`config.mk`:
```
export PLATFORM = sky130hd
export DESIGN_NAME = sac_region_file
export DESIGN_NICKNAME = d
export VERILOG_FILES = /design/src/rtl/sac_pkg.sv /design/src/rtl/sac_region_file.sv
export SDC_FILE = /design/constraint.sdc
export NUM_CORES = 1
export LEC_CHECK = 0
export ABC_CLOCK_PERIOD_IN_PS = 2600
export BUFFER_PORTS_ARGS = -buffer_cell sky130_fd_sc_hd__buf_2
export CAP_MARGIN = 40
export CORE_MARGIN = 8
export CORE_UTILIZATION = 56
export DETAILED_ROUTE_END_ITERATION = 8
export PLACE_DENSITY = 0.87
export SYNTH_ARGS = -nofsm -noshare
export SYNTH_HDL_FRONTEND = slang
export SYNTH_SLANG_ARGS = --single-unit
```
`constraint.sdc`:
```
create_clock -name clk -period 2.6 [get_ports clk]
set_input_delay 0.39 -clock clk [delete_from_list [all_inputs] [get_ports clk]]
set_output_delay 0.39 -clock clk [all_outputs]
set_load 0.02 [all_outputs]
```
`src/rtl/sac_pkg.sv`:
```
package sac_pkg;
  typedef enum logic [1:0] {
    ATTR_NS  = 2'd0,
    ATTR_NSC = 2'd1,
    ATTR_S   = 2'd2
  } attr_e;

  // anything outside the defined codes is treated as the strongest label
  function automatic attr_e attr_norm(input logic [1:0] code);
    case (code)
      2'd0:    return ATTR_NS;
      2'd1:    return ATTR_NSC;
      default: return ATTR_S;
    endcase
  endfunction

  function automatic attr_e attr_stronger(input attr_e a, input attr_e b);
    return (a > b) ? a : b;
  endfunction
endpackage

```
`src/rtl/sac_region_file.sv`:
```
module sac_region_file
  import sac_pkg::*;
#(
  parameter int ADDR_W      = 32,
  parameter int GRAN_W      = 5,
  parameter int NUM_REGIONS = 4,
  parameter int SEL_W       = 2
) (
  input  logic                     clk,
  input  logic                     rst,
  input  logic                     cfg_wr,
  input  logic [SEL_W-1:0]         cfg_sel,
  input  logic [ADDR_W-GRAN_W-1:0] cfg_base,
  input  logic [ADDR_W-GRAN_W-1:0] cfg_limit,
  input  logic                     cfg_enable,
  input  logic                     cfg_nsc,
  input  logic [ADDR_W-1:0]        lookup_addr,
  output attr_e                    int_attr
);
  localparam int PAGE_W = ADDR_W - GRAN_W;

  logic [PAGE_W-1:0]      base_q  [NUM_REGIONS];
  logic [PAGE_W-1:0]      limit_q [NUM_REGIONS];
  logic [NUM_REGIONS-1:0] en_q;
  logic [NUM_REGIONS-1:0] nsc_q;
  logic [NUM_REGIONS-1:0] hit;
  logic [PAGE_W-1:0]      page;

  assign page = lookup_addr[ADDR_W-1:GRAN_W];

  for (genvar g = 0; g < NUM_REGIONS; g++) begin : g_win
    always_ff @(posedge clk) begin
      if (rst) begin
        base_q[g]  <= '0;
        limit_q[g] <= '0;
        en_q[g]    <= 1'b0;
        nsc_q[g]   <= 1'b0;
      end else if (cfg_wr && (int'(cfg_sel) == g)) begin
        base_q[g]  <= cfg_base;
        limit_q[g] <= cfg_limit;
        en_q[g]    <= cfg_enable;
        nsc_q[g]   <= cfg_nsc;
      end
    end

    assign hit[g] = en_q[g] && (page >= base_q[g]) && (page <= limit_q[g]);
  end

  // walk downwards so the lowest matching index is the last one written
  always_comb begin
    int_attr = ATTR_S;
    for (int i = NUM_REGIONS - 1; i >= 0; i--) begin
      if (hit[i]) int_attr = nsc_q[i] ? ATTR_NSC : ATTR_NS;
    end
  end
endmodule

```
-- After elaboration in Yosys (flattened, before gate mapping)
Memory sizes are Yosys's and may differ from the RTL's.
Index checks and enable logic that the tools add are counted.
Widths: inputs -> output; s select.
- memories: 2
- bits of input ports: 93
- logic and storage cells: 72
- memory bits (writable): 216
- flip-flop bits (word level): 8
- output and inout bits: 2
- $lt $le $gt $ge: 8
- reduce and logical (&&, ||, !) cells: 13
- equality and inequality tests: 3
- bitwise operators: 8
- mux-type cells: 30
- memory list (name ; words ; bits a word ; read ports ; clocked after Yosys merged registers in ; write ports ; line ; RTL):
    base_q ; 4 ; 27 ; 4 ; 0 ; 4 ; sac_region_file.sv:22 ; logic [PAGE_W-1:0] base_q [NUM_REGIONS];
    limit_q ; 4 ; 27 ; 4 ; 0 ; 4 ; sac_region_file.sv:23 ; logic [PAGE_W-1:0] limit_q [NUM_REGIONS];
- operators with widths (kind ; number):
    $mux 27 ; 8
    $ge 27x27->1 ; 4
    $le 27x27->1 ; 4
    $mux 1 ; 18
    $logic_and 1x1->1 ; 12
    $mux 2 ; 4
    $or 1x1->1 ; 8
    $eq 2x2->1 const B ; 2
    $eq 2x1->1 const B ; 1
    $logic_not 2->1 ; 1

-- Logic depth before layout (Yosys ltp)
Gate-level depths: netlist of the first run.
- depth in word-level cells: 7
- mapped depth: 10
- mapped depth without buffers: 10

-- Least setup slack after synthesis of the first run
Ideal clock, no wire load.
- kind: input -> output
- from: input lookup_addr[5]
- to: output int_attr[1]
- required time: 2.210 ns
- cell stages on the path: 9
- slack: -0.300 ns
- buffers on the path: 0
- arrival time: 2.510 ns
- cells stage by stage: inv_1 -> ha_1 -> nand2b_1 -> a211oi_1 -> or3_1 -> a21oi_1 -> o311ai_0 -> a32oi_1 -> nor4_1
- longest elaborated chain between the ends: 7
- ends and longest elaborated chain (what ; line ; RTL):
    from (decl) ; sac_region_file.sv:17 ; input logic [ADDR_W-1:0] lookup_addr,
    $ge 27x27->1 ; sac_region_file.sv:46 ; assign hit[g] = en_q[g] && (page >= base_q[g]) && (page <= limit_q[g]);
    $logic_and 1x1->1 (2 in a row) ; sac_region_file.sv:46 ;
    $mux 2 (3 in a row) ; sac_region_file.sv:53 ; if (hit[i]) int_attr = nsc_q[i] ? ATTR_NSC : ATTR_NS;
    $mux 2 * ; sac_region_file.sv:53 ;
    to (decl) ; sac_region_file.sv:18 ; output attr_e int_attr
Every way passes the cells marked *; elsewhere a longest branch is shown, timed or not.

==> results.py, run 1 <==
metrics = {
    "cells_and_area": {
        "final_cell_mix": "and2_1 (217), edfxtp_1 (216), inv_1 (215), ha_1 (204), buf_4 (101)",
        "syn_to_final_growth_pct": 20.4,
        "final_nets": 1768,
        "drive_gt1_share_pct": 19.6,
        "final_cell_area_um2": 16500,
        "final_common_cell": "and2_1",
        "fin_util_pct": 68.4,
        "instances_no_fill": 1802,
    },
    "die": {
        "fp.dieH_um": 173,
        "floorplan.core_area_um2": 24200,
        "dieWidth_um": 173,
        "die-area_um2": 29800,
        "start_util_pct": 56.8,
        "std_cell_rows": 57,
        "ios": 95,
    },
    "synthesis": {
        "synth_seq_area_share_pct": 48.4,
        "syn_inst": 1263,
        "synth.distinct_cells": 49,
        "syn-num-nets": 1572,
        "synth_area_per_cell_um2": 10.9,
        "synth_edf_count": 216,
        "ys.flop_type": "edfxtp_1",
        "synthArstFlopShare_pct": 0,
        "yosys_warnings": 0,
        "synthesis.area_um2": 13700,
        "ys_ff_latch": 224,
    },
    "grt": {
        "grt-ovfl-total": 0,
        "antenna_found_initial": 2,
        "grt_usage_pct": 23.6,
        "grt_pass1_vias": 10800,
        "grt_max_degree": 57,
        "grt_first_pass_wirelength_mm": 56.6,
    },
    "critical_path": {
        "path_class": "register to primary output",
        "cp_num_cells": 11,
        "reg2reg_to": "en_q[2]$_SDFFE_PP0P_",
        "cp.required_ns": 2.21,
        "cp-end-kind": "primary output",
        "r2r_cells": 2,
        "cp_max_fo": 3,
        "crit_family": "compound AO/OA/AOI/OAI gates",
        "startpoint": "base_q[1][0]$_SDFFCE_PN0P_",
        "crit_end": "int_attr[1]",
        "r2r_start": "en_q[2]$_SDFFE_PP0P_",
        "cp.arrival_ns": 3.19,
        "ff2ff_setup_slack_ns": 1.82,
        "slowest_delay_ns": 0.42,
        "path_common_cell": "buf_4",
        "crit_slowest_cell": "o311ai_4",
        "cp-start-kind": "register",
        "crit_chain": "ha_1 > nand2b_4 > a211oi_2 > or3_4 > a21oi_4 > o311ai_4 > a32oi_2 > buf_4 > nor4_4 > buf_4 > buf_6",
        "worst-path-buf-inv": 3,
    },
    "place": {
        "place_congestion": 0.873,
        "placed_cell_area_um2": 15400,
        "dpl.hpwl_mm": 25.1,
        "placed_cells": 1752,
        "port_buffers": 89,
        "dp_slack_ns": -0.748,
    },
    "routing": {
        "antenna_left": 0,
        "first_pass_iters": 7,
        "drtIter0Drc": 819,
        "vias": 10300,
        "drc": 0,
        "vias_per_cell": 5.71,
        "routedWlPerCell_um": 20.1,
        "wirelength_mm": 36.2,
    },
    "pwr": {
        "peakVddDrop_uv": 491,
        "p_leak_nw": 7.59,
        "powerDensity_nw_per_um2": 578,
        "p_total_mw": 9.56,
    },
    "cts": {
        "cts_buffers": 24,
        "clk_pin_slew_ns": 0.06,
        "insertion_delay_ns": 0.52,
        "cts_hold_buffers": 0,
        "cts.sinks": 224,
        "clk_path_buf_depth": 3,
        "clock-root-buffer": "clkbuf_16",
        "htree_levels": 1,
        "cts_tree": "done",
    },
    "timing": {
        "hold_viol": 0,
        "fmax_mhz": 279,
        "tightestPinTransition_ns": 0.640,
        "setup_violations": 2,
        "setup_tns_ns": -1.95,
        "fin_ws_ns": -0.982,
        "rsz0062_at_grt": "true",
        "slew_violations": 0,
        "min_period_ns": 3.58,
        "hold-worst-slack_ns": 0.127,
        "final.setup_skew_ns": 0,
        "slew_headroom_pct": 57.3,
        "period_share_pct": 138,
    },
    "hold_path": {
        "hold_class": "input port to register",
    },
    "outcome": {
        "outcome": "finished, violations left",
        "violations": "setup timing",
    },
    "run": {
        "drv_cap": 0,
    },
}
-- Yosys cell counts (7+ instances only) --
| library cell | count | area (µm²) |
|---|---|---|
| o21ai_0 | 34 | 170 |
| nor3_1 | 13 | 65.1 |
| a21o_1 | 31 | 233 |
| nand3_1 | 15 | 75.1 |
| inv_1 | 222 | 833 |
| and2_1 | 217 | 1360 |
| nand4_1 | 30 | 188 |
| a21oi_1 | 64 | 320 |
| dfxtp_1 | 8 | 160 |
| edfxtp_1 | 216 | 6490 |
| clkbuf_1 | 24 | 90.1 |
| nor2_1 | 37 | 139 |
| o31ai_1 | 7 | 52.6 |
| nor2b_1 | 9 | 56.3 |
| ha_1 | 216 | 2700 |
| nand2_1 | 39 | 146 |
| a211oi_1 | 10 | 75.1 |
-- where the power goes --
part	leakage, nW	switching [mW]	internal [mW]
registers	2.19	0.0737	4.22
logic	5.00	0.941	0.693
clock network	0.401	1.42	2.22
total	7.59	2.43	7.13
-- worst min-delay path by stage --
stage / from / slack, ns / to / cells after the start
floorplan: nsc_q[2]$_SDFFE_PP0P_ / 0.45 / nsc_q[2]$_SDFFE_PP0P_ / 1
global placement: nsc_q[1]$_SDFFE_PP0P_ / 0.47 / nsc_q[1]$_SDFFE_PP0P_ / 1
detailed placement: nsc_q[1]$_SDFFE_PP0P_ / 0.47 / nsc_q[1]$_SDFFE_PP0P_ / 1
CTS: cfg_nsc / 0.11 / nsc_q[0]$_SDFFE_PP0P_ / 3
global route: cfg_nsc / 0.14 / nsc_q[2]$_SDFFE_PP0P_ / 2
finish: cfg_nsc / 0.13 / nsc_q[0]$_SDFFE_PP0P_ / 3
-- final cells by class --
| class | count | area [µm²] |
|---|---|---|
| clock inverter | 10 | 154 |
| timing repair buffer | 194 | 1310 |
| inverter | 222 | 837 |
| multi-input combinational | 793 | 6500 |
| fill | 1636 | 7640 |
| tap | 324 | 405 |
| sequential | 224 | 6650 |
| antenna | 1 | 2.50 |
| clock buffer | 34 | 679 |
-- worst reg2reg max path: cells and delay by family, from the launching register on --
family / cells / cell delay, ns
AO/OA/AOI/OAI: 1 / 0.19
buffers and inverters: 1 / 0.15
flip-flops: 1 / 0.34
-- cells by family after synthesis --
logic type,synth area share [%]
simple gates,16.3
buf+inv,6.73
flops,48.4
fa+ha+maj,19.7
compound gates,8.80
mux,0.0729
-- timing repair --
item,4_1_cts,5_1_grt
pin swaps,20,7
setup endpoints to repair,2,2
gates cloned,0,0
resized for setup,39,4
endpoints found under the hold margin,0,0
setup buffers,4,1
-- state kept, by name, summed over array words and instances, names as in the netlist --
| register | count |
|---|---|
| base_q | 108 |
| en_q | 4 |
| limit_q | 108 |
| nsc_q | 4 |
-- metal layers --
layer	wire length [µm]	global-route usage, %	vias up
met5	26	0	-
met4	1300	9.17	4
met3	2920	4.68	104
met2	18100	41.3	465
met1	13900	28.1	4923
li1	-	-	4791
(Power assumes the default switching activity.)
==> inputs of run 2 (changes only) <==
Settings changed: CORE_ASPECT_RATIO set to 2, GPL_ROUTABILITY_DRIVEN set to 0.
==> results.py, run 2 (synthesized netlist as in run 1, its figures left out) <==
metrics = {
    "outcome": {
        "violations": "setup timing",
        "outcome": "finished, violations left",
    },
    "timing": {
        "hold_viol": 0,
        "tightestPinTransition_ns": 0.603,
        "fmax_mhz": 277,
        "hold-worst-slack_ns": 0.165,
        "fin_ws_ns": -1.01,
        "min_period_ns": 3.61,
        "setup_tns_ns": -1.86,
        "slew_violations": 0,
        "slew_headroom_pct": 59.8,
        "period_share_pct": 139,
        "setup_violations": 2,
        "final.setup_skew_ns": 0,
        "rsz0062_at_grt": "true",
    },
    "grt": {
        "busiest_layer": "met2",
        "grt_usage_pct": 24.8,
        "grt_pass1_vias": 10800,
        "grt-ovfl-total": 0,
        "grt_max_degree": 57,
        "grt_first_pass_wirelength_mm": 56.9,
        "use_met3_pct": 3.16,
        "met2_usage_pct": 46.7,
        "grt_use_met1_pct": 22.9,
        "antenna_found_initial": 2,
    },
    "die": {
        "fp.dieH_um": 237,
        "die-area_um2": 30100,
        "dieWidth_um": 127,
        "floorplan.core_area_um2": 24300,
        "start_util_pct": 56.4,
        "std_cell_rows": 81,
        "ios": 95,
    },
    "cells_and_area": {
        "reg.largest.list": "base_q x108, limit_q x108",
        "final_cell_mix": "and2_1 (217), edfxtp_1 (216), inv_1 (209), ha_1 (204), buf_4 (91)",
        "drive_gt1_share_pct": 19.5,
        "final_common_cell": "and2_1",
        "fin_util_pct": 66.8,
        "final_cell_area_um2": 16200,
        "syn_to_final_growth_pct": 18.3,
        "final_nets": 1755,
    },
    "routing": {
        "drc": 0,
        "vias": 10300,
        "vias_per_cell": 5.88,
        "drtIter0Drc": 559,
        "first_pass_iters": 5,
        "wirelength_mm": 38.0,
        "routedWlPerCell_um": 21.7,
        "antenna_left": 0,
    },
    "run": {
        "drv_cap": 0,
    },
    "cts": {
        "clock-root-buffer": "clkbuf_16",
        "cts_buffers": 20,
        "cts_hold_buffers": 0,
        "clk_path_buf_depth": 3,
        "insertion_delay_ns": 0.50,
        "clk_pin_slew_ns": 0.07,
        "cts_tree": "done",
        "cts.sinks": 224,
        "htree_levels": 1,
    },
    "critical_path": {
        "cp.required_ns": 2.21,
        "crit_chain": "inv_1 > ha_1 > a211oi_1 > nor2_1 > o31ai_1 > a21o_1 > a31oi_1 > a211oi_2 > mux2i_2 > a221oi_2 > buf_4",
        "cp_max_fo": 2,
        "cp-end-kind": "primary output",
        "slowest_delay_ns": 0.37,
        "crit_slowest_cell": "edfxtp_1",
        "cp.arrival_ns": 3.22,
        "path_class": "register to primary output",
        "cp-start-kind": "register",
    },
    "hold_path": {
        "hold_class": "input port to register",
    },
    "pwr": {
        "peakVddDrop_uv": 599,
        "powerDensity_nw_per_um2": 540,
        "p_leak_nw": 7.44,
        "p_total_mw": 8.76,
    },
    "place": {
        "placed_cell_area_um2": 15300,
        "dpl.hpwl_mm": 28.0,
        "port_buffers": 89,
    },
}
## run 2: cell types whose count changed in the layout (fill, tap and decap cells not counted), moves of 3 or more
cell       previous run  this run
inv_1               215       209
a21oi_2               5        10
bufinv_16             4         0
buf_4               101        91
clkinv_1              1         6
o21ai_2               2         5
inv_2                 6        12
o21ai_0              31        26
clkbuf_16            25        21
a21oi_1              58        53
## run 2: worst paths after layout
| check | slack [ns] | depth (start not counted) | end | from |
|---|---|---|---|---|
| setup / recovery | -1.01 | 11 | int_attr[0] | limit_q[3][4]$_SDFFCE_PN0P_ |
| hold reg to reg | 0.53 | 1 | en_q[3]$_SDFFE_PP0P_ | en_q[3]$_SDFFE_PP0P_ |
| setup reg to reg | 1.93 | 1 | en_q[0]$_SDFFE_PP0P_ | en_q[0]$_SDFFE_PP0P_ |
| hold / removal | 0.17 | 2 | en_q[1]$_SDFFE_PP0P_ | cfg_enable |
## run 2: what timing repair did
item	CTS	global route
setup endpoints to repair	2	2
pin swaps	12	25
resized for setup	26	37
setup buffers	2	2
## run 2: power by group
group	total, mW	switching [mW]	internal [mW]
logic	1.67	0.973	0.697
registers	4.30	0.0774	4.22
clock network	2.79	1.31	1.48
total	8.76	2.36	6.40
## run 2: worst max-delay path, delay by kind of cell, from the launching register on
kind | cells | cell delay [ns]
AOI/OAI and AO/OA | 6 | 1.55
adders and majority gates | 1 | 0.25
DFF | 1 | 0.37
and+or+nand+nor | 1 | 0.11
buffers and inverters | 2 | 0.30
muxes | 1 | 0.14
## run 2: cell type report
| class | count | area [µm²] |
|---|---|---|
| fill | 1711 | 8090 |
| clock buffer | 27 | 548 |
| timing repair buffer | 185 | 1250 |
| clock inverter | 9 | 42.5 |
| antenna | 1 | 2.50 |
| sequential | 224 | 6650 |
| multi-input combinational | 793 | 6550 |
| tap | 290 | 363 |
| inverter | 222 | 837 |
## run 2: stage by stage
stage / setup WS (ns) / instances
after floorplan: -0.129 / 1263
after global routing: -1.09 / 1751
final: -1.01 / 1751
after detailed placement: -1.03 / 1710
after global placement: -1.01 / 1710
after CTS: -0.853 / 1748
## run 2: routing by layer
metal	vias up	routed length [µm]
met1	4904	12200
met5	-	0
met2	444	20200
met4	0	3640
li1	4749	-
met3	207	1840
==> inputs of run 3 (changes only) <==
Settings changed: ABC_CLOCK_PERIOD_IN_PS 2600 to 3600, CORE_UTILIZATION 56 to 62, PLACE_DENSITY 0.87 to 0.91, REMOVE_ABC_BUFFERS set to 1.
Clock period 2.6 ns to 3.6 ns, I/O delays scaled along.
==> results.py, run 3 (synthesized netlist as in run 1, its figures left out) <==
metrics = {
    "cells_and_area": {
        "final_nets": 1698,
        "multi_input_area_um2": 6300,
        "fillers": 1429,
        "reg.largest.list": "base_q x108, limit_q x108",
        "seq_area_um2": 6650,
        "drive_gt1_share_pct": 14.0,
        "fin_util_pct": 71.2,
        "final_cell_mix": "inv_1 (217), and2_1 (217), edfxtp_1 (216), ha_1 (214), buf_2 (88)",
        "syn_to_final_growth_pct": 13.9,
    },
    "critical_path": {
        "cp.required_ns": 3.06,
        "crit_slowest_cell": "edfxtp_1",
        "path_common_cell": "buf_4",
        "crit_chain": "inv_1 > ha_1 > and3_1 > nand4_1 > nor3_2 > buf_4 > a221oi_1 > nand3_1 > a32oi_2 > nor2_1 > a221oi_2 > buf_4",
        "slowest_delay_ns": 0.37,
        "cp-end-kind": "primary output",
        "cp.arrival_ns": 3.15,
        "ff2ff_setup_slack_ns": 2.93,
        "cp-start-kind": "register",
        "cp_max_fo": 3,
        "path_class": "register to primary output",
    },
    "cts": {
        "clk_path_buf_depth": 3,
        "htree_levels": 1,
        "cts_tree": "done",
        "insertion_delay_ns": 0.50,
        "cts_hold_buffers": 0,
        "cts.sinks": 224,
        "cts_setup_buffers": 0,
        "clock-root-buffer": "clkbuf_16",
        "cts_buffers": 20,
        "clk_pin_slew_ns": 0.07,
    },
    "grt": {
        "antenna_found_initial": 3,
        "grt_usage_pct": 26.6,
        "grt_first_pass_wirelength_mm": 56.0,
        "grt-ovfl-total": 0,
        "grt_max_degree": 57,
        "grt_pass1_vias": 10800,
    },
    "die": {
        "dieWidth_um": 121,
        "start_util_pct": 62.5,
        "die-area_um2": 27400,
        "floorplan.core_area_um2": 22000,
        "ios": 95,
        "fp.dieH_um": 226,
        "std_cell_rows": 77,
    },
    "timing": {
        "hold_viol": 0,
        "slew_violations": 0,
        "final.setup_skew_ns": 0,
        "fin_ws_ns": -0.0941,
        "fmax_mhz": 271,
        "tightestPinTransition_ns": 0.690,
        "min_period_ns": 3.69,
        "slew_headroom_pct": 54.0,
        "rsz0062_at_grt": "true",
        "setup_violations": 2,
        "period_share_pct": 103,
    },
    "outcome": {
        "violations": "setup timing",
        "outcome": "finished, violations left",
    },
    "routing": {
        "vias": 10100,
        "drc": 0,
        "wirelength_mm": 35.7,
        "first_pass_iters": 7,
        "routedWlPerCell_um": 21.3,
        "drtIter0Drc": 879,
        "antenna_left": 0,
        "vias_per_cell": 6.03,
    },
    "place": {
        "dp_slack_ns": -0.116,
        "port_buffers": 89,
        "dpl.hpwl_mm": 26.5,
    },
    "run": {
        "drv_cap": 0,
    },
    "pwr": {
        "peakVddDrop_uv": 598,
        "p_leak_nw": 7.20,
        "powerDensity_nw_per_um2": 419,
    },
    "hold_path": {
        "hold_class": "input port to register",
    },
}
## run 3: changes by cell type in the layout (fill, tap and decap cells not counted), moves of 3 or more
cell / previous run / this run
buf_4: 91 / 37
ha_1: 204 / 214
ha_4: 12 / 2
a21oi_1: 53 / 61
inv_1: 209 / 217
a21oi_2: 10 / 3
inv_2: 12 / 5
o21ai_0: 26 / 32
bufinv_16: 0 / 5
clkinv_1: 6 / 2
o21ai_2: 5 / 1
buf_12: 6 / 3
clkbuf_1: 6 / 3
o21ai_1: 6 / 3
## run 3: final timing paths
kind                                startpoint                    end  depth (start not counted)
hold reg to reg          nsc_q[1]$_SDFFE_PP0P_  nsc_q[1]$_SDFFE_PP0P_                          1
setup reg to reg         nsc_q[2]$_SDFFE_PP0P_  nsc_q[2]$_SDFFE_PP0P_                          1
hold / removal                         cfg_nsc  nsc_q[0]$_SDFFE_PP0P_                          3
setup / recovery  limit_q[1][22]$_SDFFCE_PN0P_            int_attr[0]                         12
## run 3: area by class of cell
class	instances	share of cell area, %
Tap cell	276	2.21
Timing Repair Buffer	128	4.98
Clock inverter	10	1.12
Clock buffer	25	3.52
Multi-Input combinational cell	793	40.3
Sequential cell	224	42.5
Antenna cell	1	0.0160
Inverter	222	5.33
## run 3: per-layer routing
layer	vias to the layer above	GRT usage (%)	share of wire, %
li1	4639	-	-
met1	4793	25.5	31
met2	490	48.7	52
met3	205	5.04	7.3
met4	4	20.4	8.9
met5	-	0	0.073
## run 3: repair_timing
item,CTS,global route
pin swaps,2,7
cloned,0,0
endpoints found under the setup margin,2,2
resized for setup,12,16
## run 3: where the power goes
group | internal [mW] | total [mW] | switching [mW]
Sequential | 3.05 | 3.10 | 0.0528
Clock | 1.44 | 2.37 | 0.930
Combinational | 0.419 | 1.07 | 0.653
## run 3: critical path, delay by kind of cell (launching register included)
| kind | cells | cell delay [ns] |
|---|---|---|
| compound gates | 3 | 0.79 |
| simple gates | 5 | 0.69 |
| buf+inv | 3 | 0.53 |
| flops | 1 | 0.37 |
| fa+ha+maj | 1 | 0.28 |
## run 3: per-stage QoR
| step | setup TNS, ns | power [mW] | hold slack (ns) | std cells | area [µm²] |
|---|---|---|---|---|---|
| CTS | -0.0777 | 6.51 | 0.311 | 1678 | 15600 |
| global placement | 0 | 4.06 | 0.492 | 1641 | 14700 |
| detailed placement | -0.199 | 4.17 | 0.491 | 1643 | 14800 |
| global route | -0.229 | 6.77 | 0.323 | 1679 | 15600 |
| floorplan | 0 | 3.73 | 0.449 | 1239 | 13600 |
| finish | -0.143 | 6.55 | 0.320 | 1679 | 15600 |
